**config.mk**
```make
export PLATFORM = sky130hd
export DESIGN_NAME = xlat_two_level
export DESIGN_NICKNAME = d
export VERILOG_FILES = /design/src/rtl/xlat_pkg.sv /design/src/rtl/xlat_main_array.sv /design/src/rtl/xlat_micro.sv /design/src/rtl/xlat_two_level.sv
export SDC_FILE = /design/constraint.sdc
export NUM_CORES = 2
export LEC_CHECK = 0
export BUFFER_PORTS_ARGS = -buffer_cell sky130_fd_sc_hd__buf_2
export CORE_AREA = 4 4 386 388
export CTS_CLUSTER_DIAMETER = 40
export DETAILED_ROUTE_END_ITERATION = 8
export DIE_AREA = 0 0 390 392
export PLACE_DENSITY = 0.67
export SLEW_MARGIN = 20
export SYNTH_ARGS = -nofsm -noshare
export SYNTH_HDL_FRONTEND = slang
export SYNTH_SLANG_ARGS = --single-unit
```
**constraint.sdc**
```tcl
create_clock -name clk -period 15.4 [get_ports clk]
set_clock_uncertainty 0.05 [all_clocks]
set_input_delay 1.54 -clock clk [delete_from_list [all_inputs] [get_ports clk]]
set_output_delay 1.54 -clock clk [all_outputs]
set_load 0.02 [all_outputs]
```
**src/rtl/xlat_pkg.sv**
```systemverilog
package xlat_pkg;
  parameter int XL_VPN_W = 20;
  parameter int XL_PFN_W = 20;

  typedef logic [XL_VPN_W-1:0] vpn_t;
  typedef logic [XL_VPN_W-2:0] ptag_t;
  typedef logic [XL_PFN_W-1:0] pfn_t;

  // main entry: one tag covers an even/odd page pair
  typedef struct packed {
    ptag_t          tag;
    logic [1:0]     v;
    logic [1:0]     w;
    pfn_t [1:0]     pfn;
  } main_ent_t;

  // micro entry: a single page
  typedef struct packed {
    logic v;
    vpn_t vpn;
    pfn_t pfn;
    logic w;
  } micro_ent_t;

  function automatic ptag_t pair_tag(vpn_t vpn);
    return vpn[XL_VPN_W-1:1];
  endfunction

  function automatic logic page_half(vpn_t vpn);
    return vpn[0];
  endfunction
endpackage

```
**src/rtl/xlat_main_array.sv**
```systemverilog
module xlat_main_array import xlat_pkg::*; #(
  parameter int N = 16
) (
  input  logic                          clk,
  input  logic                          rst_n,
  input  logic                          wr_en,
  input  logic [((N>1)?$clog2(N):1)-1:0] wr_idx,
  input  main_ent_t                     wr_ent,
  input  vpn_t                          lk_vpn,
  output logic                          lk_hit,
  output logic                          lk_multi,
  output pfn_t                          lk_pfn,
  output logic                          lk_w
);
  localparam int IW = (N > 1) ? $clog2(N) : 1;
  localparam int CW = $clog2(N + 1);

  logic [N-1:0] match_vec;
  pfn_t         gated_pfn [N];
  logic [N-1:0] gated_w;

  for (genvar g = 0; g < N; g++) begin : g_ent
    main_ent_t ent_q;
    logic      h;
    always_ff @(posedge clk or negedge rst_n) begin
      if (!rst_n)                          ent_q <= '0;
      else if (wr_en && wr_idx == IW'(g))  ent_q <= wr_ent;
    end
    assign h            = page_half(lk_vpn);
    assign match_vec[g] = (ent_q.tag == pair_tag(lk_vpn)) && ent_q.v[h];
    assign gated_pfn[g] = match_vec[g] ? ent_q.pfn[h] : '0;
    assign gated_w[g]   = match_vec[g] & ent_q.w[h];
  end

  logic [CW-1:0] cnt;
  always_comb begin
    cnt    = '0;
    lk_pfn = '0;
    for (int i = 0; i < N; i++) begin
      cnt    = cnt + CW'(match_vec[i]);
      lk_pfn = lk_pfn | gated_pfn[i];
    end
    lk_w     = |gated_w;
    lk_hit   = (cnt == CW'(1));
    lk_multi = (cnt > CW'(1));
  end
endmodule

```
**src/rtl/xlat_micro.sv**
```systemverilog
module xlat_micro import xlat_pkg::*; #(
  parameter int N = 3
) (
  input  logic clk,
  input  logic rst_n,
  input  logic flush,
  input  logic lk_en,
  input  vpn_t lk_vpn,
  output logic hit,
  output pfn_t hit_pfn,
  output logic hit_w,
  input  logic fill_en,
  input  vpn_t fill_vpn,
  input  pfn_t fill_pfn,
  input  logic fill_w
);
  localparam int AW = (N > 1) ? $clog2(N) : 1;

  micro_ent_t    ent_q [N];
  logic [AW-1:0] age_q [N];   // 0 = most recently used
  logic [N-1:0]  hv;

  for (genvar g = 0; g < N; g++) begin : g_cmp
    assign hv[g] = ent_q[g].v && (ent_q[g].vpn == lk_vpn);
  end

  logic [AW-1:0] hit_idx, victim, touch_idx;
  logic          found, touch_en;

  always_comb begin
    hit_idx = '0;
    hit_pfn = '0;
    hit_w   = 1'b0;
    for (int i = N - 1; i >= 0; i--) begin
      if (hv[i]) begin
        hit_idx = AW'(i);
        hit_pfn = ent_q[i].pfn;
        hit_w   = ent_q[i].w;
      end
    end
    hit = |hv;

    victim = '0;
    found  = 1'b0;
    for (int i = 0; i < N; i++) begin
      if (!found && !ent_q[i].v) begin
        victim = AW'(i);
        found  = 1'b1;
      end
    end
    if (!found) begin
      for (int i = 0; i < N; i++) begin
        if (age_q[i] == AW'(N - 1)) victim = AW'(i);
      end
    end

    touch_en  = (lk_en && hit) || fill_en;
    touch_idx = fill_en ? victim : hit_idx;
  end

  always_ff @(posedge clk or negedge rst_n) begin
    if (!rst_n) begin
      for (int i = 0; i < N; i++) begin
        ent_q[i] <= '0;
        age_q[i] <= AW'(i);
      end
    end else begin
      if (flush) begin
        for (int i = 0; i < N; i++) ent_q[i].v <= 1'b0;
      end else if (fill_en) begin
        ent_q[victim] <= '{v: 1'b1, vpn: fill_vpn, pfn: fill_pfn, w: fill_w};
      end
      if (touch_en && !flush) begin
        for (int i = 0; i < N; i++) begin
          if (AW'(i) == touch_idx)            age_q[i] <= '0;
          else if (age_q[i] < age_q[touch_idx]) age_q[i] <= age_q[i] + 1'b1;
        end
      end
    end
  end
endmodule

```
**src/rtl/xlat_two_level.sv**
```systemverilog
module xlat_two_level import xlat_pkg::*; #(
  parameter int MAIN_N  = 16,
  parameter int MICRO_N = 3
) (
  input  logic                                   clk,
  input  logic                                   rst_n,
  input  logic                                   if_req,
  input  logic [XL_VPN_W-1:0]                    if_vpn,
  output logic                                   if_ready,
  output logic [XL_PFN_W-1:0]                    if_pfn,
  output logic                                   if_refill_fault,
  output logic                                   if_multi_err,
  input  logic                                   dt_req,
  input  logic [XL_VPN_W-1:0]                    dt_vpn,
  input  logic                                   dt_store,
  output logic                                   dt_ready,
  output logic [XL_PFN_W-1:0]                    dt_pfn,
  output logic                                   dt_refill_fault,
  output logic                                   dt_modify_fault,
  output logic                                   dt_multi_err,
  input  logic                                   wr_en,
  input  logic [((MAIN_N>1)?$clog2(MAIN_N):1)-1:0] wr_idx,
  input  logic [XL_VPN_W-2:0]                    wr_tag,
  input  logic [XL_PFN_W-1:0]                    wr_pfn_even,
  input  logic [XL_PFN_W-1:0]                    wr_pfn_odd,
  input  logic [1:0]                             wr_valid,
  input  logic [1:0]                             wr_writable
);
  // micro-buffer results
  logic i_hit, d_hit, i_hit_w, d_hit_w;
  pfn_t i_hit_pfn, d_hit_pfn;

  // main array port
  logic m_hit, m_multi, m_w;
  pfn_t m_pfn;
  vpn_t lk_vpn;

  // lookup arbitration and refill events (named for the checker)
  logic i_lookup, d_lookup, lk_live, i_fill, d_fill;
  logic i_rf_q, i_mm_q, d_rf_q, d_mm_q;
  logic i_pend, d_pend;

  main_ent_t wr_ent;
  assign wr_ent = '{tag: wr_tag, v: wr_valid, w: wr_writable,
                    pfn: {wr_pfn_odd, wr_pfn_even}};

  assign i_pend   = i_rf_q | i_mm_q;
  assign d_pend   = d_rf_q | d_mm_q;
  assign d_lookup = dt_req && !d_hit && !d_pend;
  assign i_lookup = if_req && !i_hit && !i_pend && !d_lookup;
  assign lk_vpn   = d_lookup ? dt_vpn : if_vpn;
  assign lk_live  = !wr_en;                  // a write cancels the lookup
  assign d_fill   = d_lookup && lk_live && m_hit;
  assign i_fill   = i_lookup && lk_live && m_hit;

  xlat_main_array #(.N(MAIN_N)) u_main (
    .clk(clk), .rst_n(rst_n),
    .wr_en(wr_en), .wr_idx(wr_idx), .wr_ent(wr_ent),
    .lk_vpn(lk_vpn), .lk_hit(m_hit), .lk_multi(m_multi),
    .lk_pfn(m_pfn), .lk_w(m_w)
  );

  xlat_micro #(.N(MICRO_N)) u_imicro (
    .clk(clk), .rst_n(rst_n), .flush(wr_en),
    .lk_en(if_req), .lk_vpn(if_vpn),
    .hit(i_hit), .hit_pfn(i_hit_pfn), .hit_w(i_hit_w),
    .fill_en(i_fill), .fill_vpn(lk_vpn), .fill_pfn(m_pfn), .fill_w(m_w)
  );

  xlat_micro #(.N(MICRO_N)) u_dmicro (
    .clk(clk), .rst_n(rst_n), .flush(wr_en),
    .lk_en(dt_req), .lk_vpn(dt_vpn),
    .hit(d_hit), .hit_pfn(d_hit_pfn), .hit_w(d_hit_w),
    .fill_en(d_fill), .fill_vpn(lk_vpn), .fill_pfn(m_pfn), .fill_w(m_w)
  );

  // fault pulses, one cycle after the lookup
  always_ff @(posedge clk or negedge rst_n) begin
    if (!rst_n) begin
      i_rf_q <= 1'b0; i_mm_q <= 1'b0;
      d_rf_q <= 1'b0; d_mm_q <= 1'b0;
    end else begin
      i_rf_q <= i_lookup && lk_live && !m_hit && !m_multi;
      i_mm_q <= i_lookup && lk_live && m_multi;
      d_rf_q <= d_lookup && lk_live && !m_hit && !m_multi;
      d_mm_q <= d_lookup && lk_live && m_multi;
    end
  end

  // instruction-fetch response
  assign if_ready        = if_req && i_hit;
  assign if_pfn          = i_hit_pfn;
  assign if_refill_fault = i_rf_q;
  assign if_multi_err    = i_mm_q;

  // data-access response; i_hit_w is unused on the fetch side
  assign dt_modify_fault = dt_req && d_hit && dt_store && !d_hit_w;
  assign dt_ready        = dt_req && d_hit && !dt_modify_fault;
  assign dt_pfn          = d_hit_pfn;
  assign dt_refill_fault = d_rf_q;
  assign dt_multi_err    = d_mm_q;

  logic unused_ok;
  assign unused_ok = i_hit_w;
endmodule

```
==> metrics.md <==
| Metric | Value |
|---|---|
| Status | `finished clean` |
| Yosys reg bits | `1273` |
| Post-synthesis cell count | `5450` |
| Buf/Inv on CP | `5` |
| Synth unique cells | `105` |
| Tmin final | `12000 ps` |
| Starting Density | `44.9%` |
| TritonCTS clock tree | `done` |
| Comb power frac | `18.0%` |
| Clock sinks | `1273` |
| Req. time, crit path | `16020 ps` |
| Synth async-reset ratio | `100%` |
| DRT antenna net count | `0` |
| Int Power | `7330 µW` |
| P_leak | `0.0319 µW` |
| Vias in the first global route | `47.7k` |
| Worst path top cell family by delay | `simple AND/OR/NAND/NOR gates` |
| Max Slew Vio Count | `0` |
| Setup TNS Final | `0 ps` |
| Via density | `6.35` |
| Achievable Freq | `0.0834 GHz` |
| Drt first-iter violations | `5364` |
| Synth Area in Adders | `0.550%` |
| Synth Net Count | `5584` |
| Core footprint | `0.145 mm²` |
| RSZ-0062 raised after global routing | `no` |
| Hold_buf cts | `0` |
| PortBufs | `159` |
| Post-synth top flop | `dfrtp_1` |
| Crit-path max FO | `70` |
| Sequential share of power | `42.7%` |
| Pre-CTS worst setup slack | `2960 ps` |
| Die X | `390 µm` |
| Max-cap viol count | `0` |
| Final hold violation count | `0` |
| Sequential area share after synthesis | `48.8%` |
| Io pins | `160` |
| Setup Fix Bufs, Post-CTS | `0` |
| Relative slew slack | `20.1%` |
| Largest net degree at the start of global routing | `185` |
| Area of the multi-input gates | `0.0312 mm²` |
| Post-synthesis compound-gate area fraction | `8.11%` |
| Initial antenna violation count | `23` |
| P per Cell Area | `142 mW/mm²` |
| First drt pass iteration count | `6` |
| Post-Synth XOR/XNOR Area | `6.55%` |
| Worst setup SP type | `input pin` |
| Routability Congestion | `1.02` |
| Final Core Density | `50.9%` |
| Final worst setup slack | `3400 ps` |
| Max incr delay on CP | `740 ps` |
| Hold Path Class | `flip-flop to flip-flop` |
| Actual slew at the worst max-slew pin | `1200 ps` |
| Number of synthesized flops with an enable pin | `0` |
| Synth Area in Simple Gates | `7.17%` |
| Share of cells above drive strength 1 | `34.6%` |
| CTS H-tree depth | `4` |
| Setup CP Type | `input pin to flip-flop` |
| Worst Hold Path EP | `u_imicro.ent_q[113]` |
| Flop2flop setup slack | `4310 ps` |
| Clock power share | `39.3%` |
| DIE AREA | `0.153 mm²` |
| Root buffer cell | `clkbuf_16` |
| Switching power | `3160 µW` |
| Register Area | `0.0319 mm²` |
| VDD IR max | `125 µV` |
| FF-to-FF End | `u_dmicro.age_q[4]` |
| Min-Delay Path Depth | `2` |
| Min-Delay Startpoint | `u_imicro.ent_q[113]` |
| Worst R2R Start | `u_dmicro.ent_q[74]` |
| Area growth, synth to finish | `13.3%` |
| Clock buffer depth | `3` |
| Drt total wl | `233000 µm` |
| Slowest CP cell | `buf_4` |
| Die Y | `392 µm` |
| Final Net Count | `5599` |
| Grt ovf | `0` |
| Worst Reg-to-Reg Cells | `29` |
| YS warnings | `0` |
| Net Sw Frac | `30.2%` |
| Pwr Total | `10500 µW` |
| Clock latency on the worst-skew pair | `820 ps` |
| Final setup viols | `0` |
| Total GRT Usage | `30.0%` |
| Post-Syn Area | `0.0653 mm²` |
| Worst EP arrival | `12620 ps` |
| Fraction of the cycle the final worst path needs | `77.9%` |
| Mux cell area share after synthesis | `24.8%` |
| Fillers | `12.7k` |
| Num CTS Buffers | `169` |
| Routed vias | `47.8k` |
| Hpwl dp | `143000 µm` |
| Critical Path Sink Type | `flip-flop` |
| Row Count | `140` |
| Largest family of logic cells by synthesized area | `multiplexers` |
| DR DRC count | `0` |
| Syn Area/Cell | `12.0 µm²` |
| First-pass GRT wire length | `337000 µm` |
| Most used cell, CP | `fa_1` |
| Post_cts resized | `0` |
| WL/cell | `30.9 µm` |
| Clock transition at path regs | `50 ps` |
worst max path at each step:
stage                                    to  depth (start not counted)  slack (ps)       start
after detailed placement  u_dmicro.age_q[4]                         30        2960  dt_vpn[12]
final                     u_dmicro.age_q[4]                         30        3400  dt_vpn[12]
after global routing      u_dmicro.age_q[4]                         30        3210  dt_vpn[12]
after floorplan           u_dmicro.age_q[4]                         31        5510   dt_vpn[6]
after global placement    u_dmicro.age_q[4]                         30        3090  dt_vpn[12]
after CTS                 u_dmicro.age_q[4]                         30        3720  dt_vpn[12]
registers in the layout, summed over array words and instances (netlist names):
register            count
u_dmicro.ent_q        126
dt_refill_fault         1
dt_multi_err            1
u_imicro.ent_q        123
if_refill_fault         1
u_imicro.age_q          6
if_multi_err            1
u_dmicro.age_q          6
u_main.g_ent.ent_q   1008
worst register-to-register path: cells and delay by family (launching register included):
family                     cells  cell delay [ps]
muxes                          1              130
xor gates and xnor gates       1              180
buffers and inverters          4              980
DFF                            1              460
AOI/OAI and AO/OA              4             1180
adders and majority gates      7             2940
and+or+nand+nor               12             5070
power by group through the flow:
| stage | clock network [µW] | logic, µW | registers (µW) |
|---|---|---|---|
| final | 4120 | 1890 | 4480 |
| after global routing | 4310 | 2020 | 4530 |
| after CTS | 4160 | 1860 | 4450 |
| after detailed placement | 0 | 1850 | 4510 |
| after global placement | 0 | 1810 | 4480 |
| after floorplan | 0 | 1310 | 4330 |
placed cells by master (no fill, tap or decap), types with 17 or more instances in the layout:
cell type and instances:
a2111oi_2 50, a21oi_1 83, a222oi_1 17, a32oi_1 22, buf_2 158, buf_4 129
clkbuf_16 171, clkbuf_8 22, clkinv_2 20, dfrtp_1 1269, inv_1 153, inv_6 21
mux2_2 1213, mux2i_1 254, nand2_1 230, nand3_1 67, nand4_1 105, nor2_1 75
nor3_1 82, nor3b_1 23, nor4_1 173, o21ai_0 223, o22ai_1 56, o31ai_1 20
o32ai_1 44, xnor2_1 247, xor2_1 238
kinds of logic after synthesis:
family                   Yosys count
AO/OA/AOI/OAI                    715
XOR/XNOR                         487
adder cells (fa/ha/maj)           23
buffers and inverters            607
flip-flops                      1273
multiplexers                    1469
AND/OR/NAND/NOR                  876
final cells by class:
cell class              instances  area share (%)
flip-flops and latches       1273            43.1
diodes                          7          0.0237
clock inverters               111            1.82
well taps                    1917            3.24
inverters                     156           0.792
clock buffers                 206            6.26
repair buffers                295            2.57
multi-input cells            3570            42.2
synth_stat cells (all sizes together), types with 8 or more instances:
cell | n | area share [%]
fa | 10 | 0.31
a21oi | 85 | 0.66
nand4 | 107 | 1.0
mux2 | 1213 | 21
a21o | 15 | 0.17
a22oi | 9 | 0.11
buf | 168 | 1.4
xor2 | 238 | 3.2
nor2 | 83 | 0.48
dfrtp | 1269 | 49
o21ai | 224 | 1.7
nand2b | 10 | 0.096
ha | 11 | 0.21
o31ai | 22 | 0.25
a2111oi | 67 | 1.4
nand2 | 234 | 1.3
inv | 153 | 0.88
nor2b | 9 | 0.086
a31oi | 21 | 0.26
or3 | 8 | 0.077
nor3 | 90 | 0.70
and3 | 13 | 0.13
o2111ai | 17 | 0.24
a22o | 14 | 0.19
a32oi | 22 | 0.30
mux2i | 256 | 3.9
o32ai | 44 | 0.59
a221oi | 16 | 0.21
nor4 | 180 | 1.8
nor3b | 23 | 0.26
o22ai | 57 | 0.56
a222oi | 17 | 0.26
o221ai | 13 | 0.19
and2 | 12 | 0.12
or4 | 13 | 0.16
xnor2 | 249 | 3.4
clkbuf | 283 | 1.6
nand3 | 70 | 0.54
stage by stage:
step                hold WS, ps  std cells  cell area (µm²)
finish                      447       7535            74000
global route                457       7529            73900
CTS                         450       7527            73900
detailed placement          438       7210            67900
global placement            431       7209            67900
floorplan                   419       5450            65300
routing by layer:
layer	routed length (µm)	global-route usage (%)	vias to the layer above
li1	-	-	19900
met5	107	0	-
met2	104000	46.0	2524
met1	93500	39.7	24700
met3	23700	8.25	700
met4	12100	13.8	16
Power figures use the tool's default switching activity.
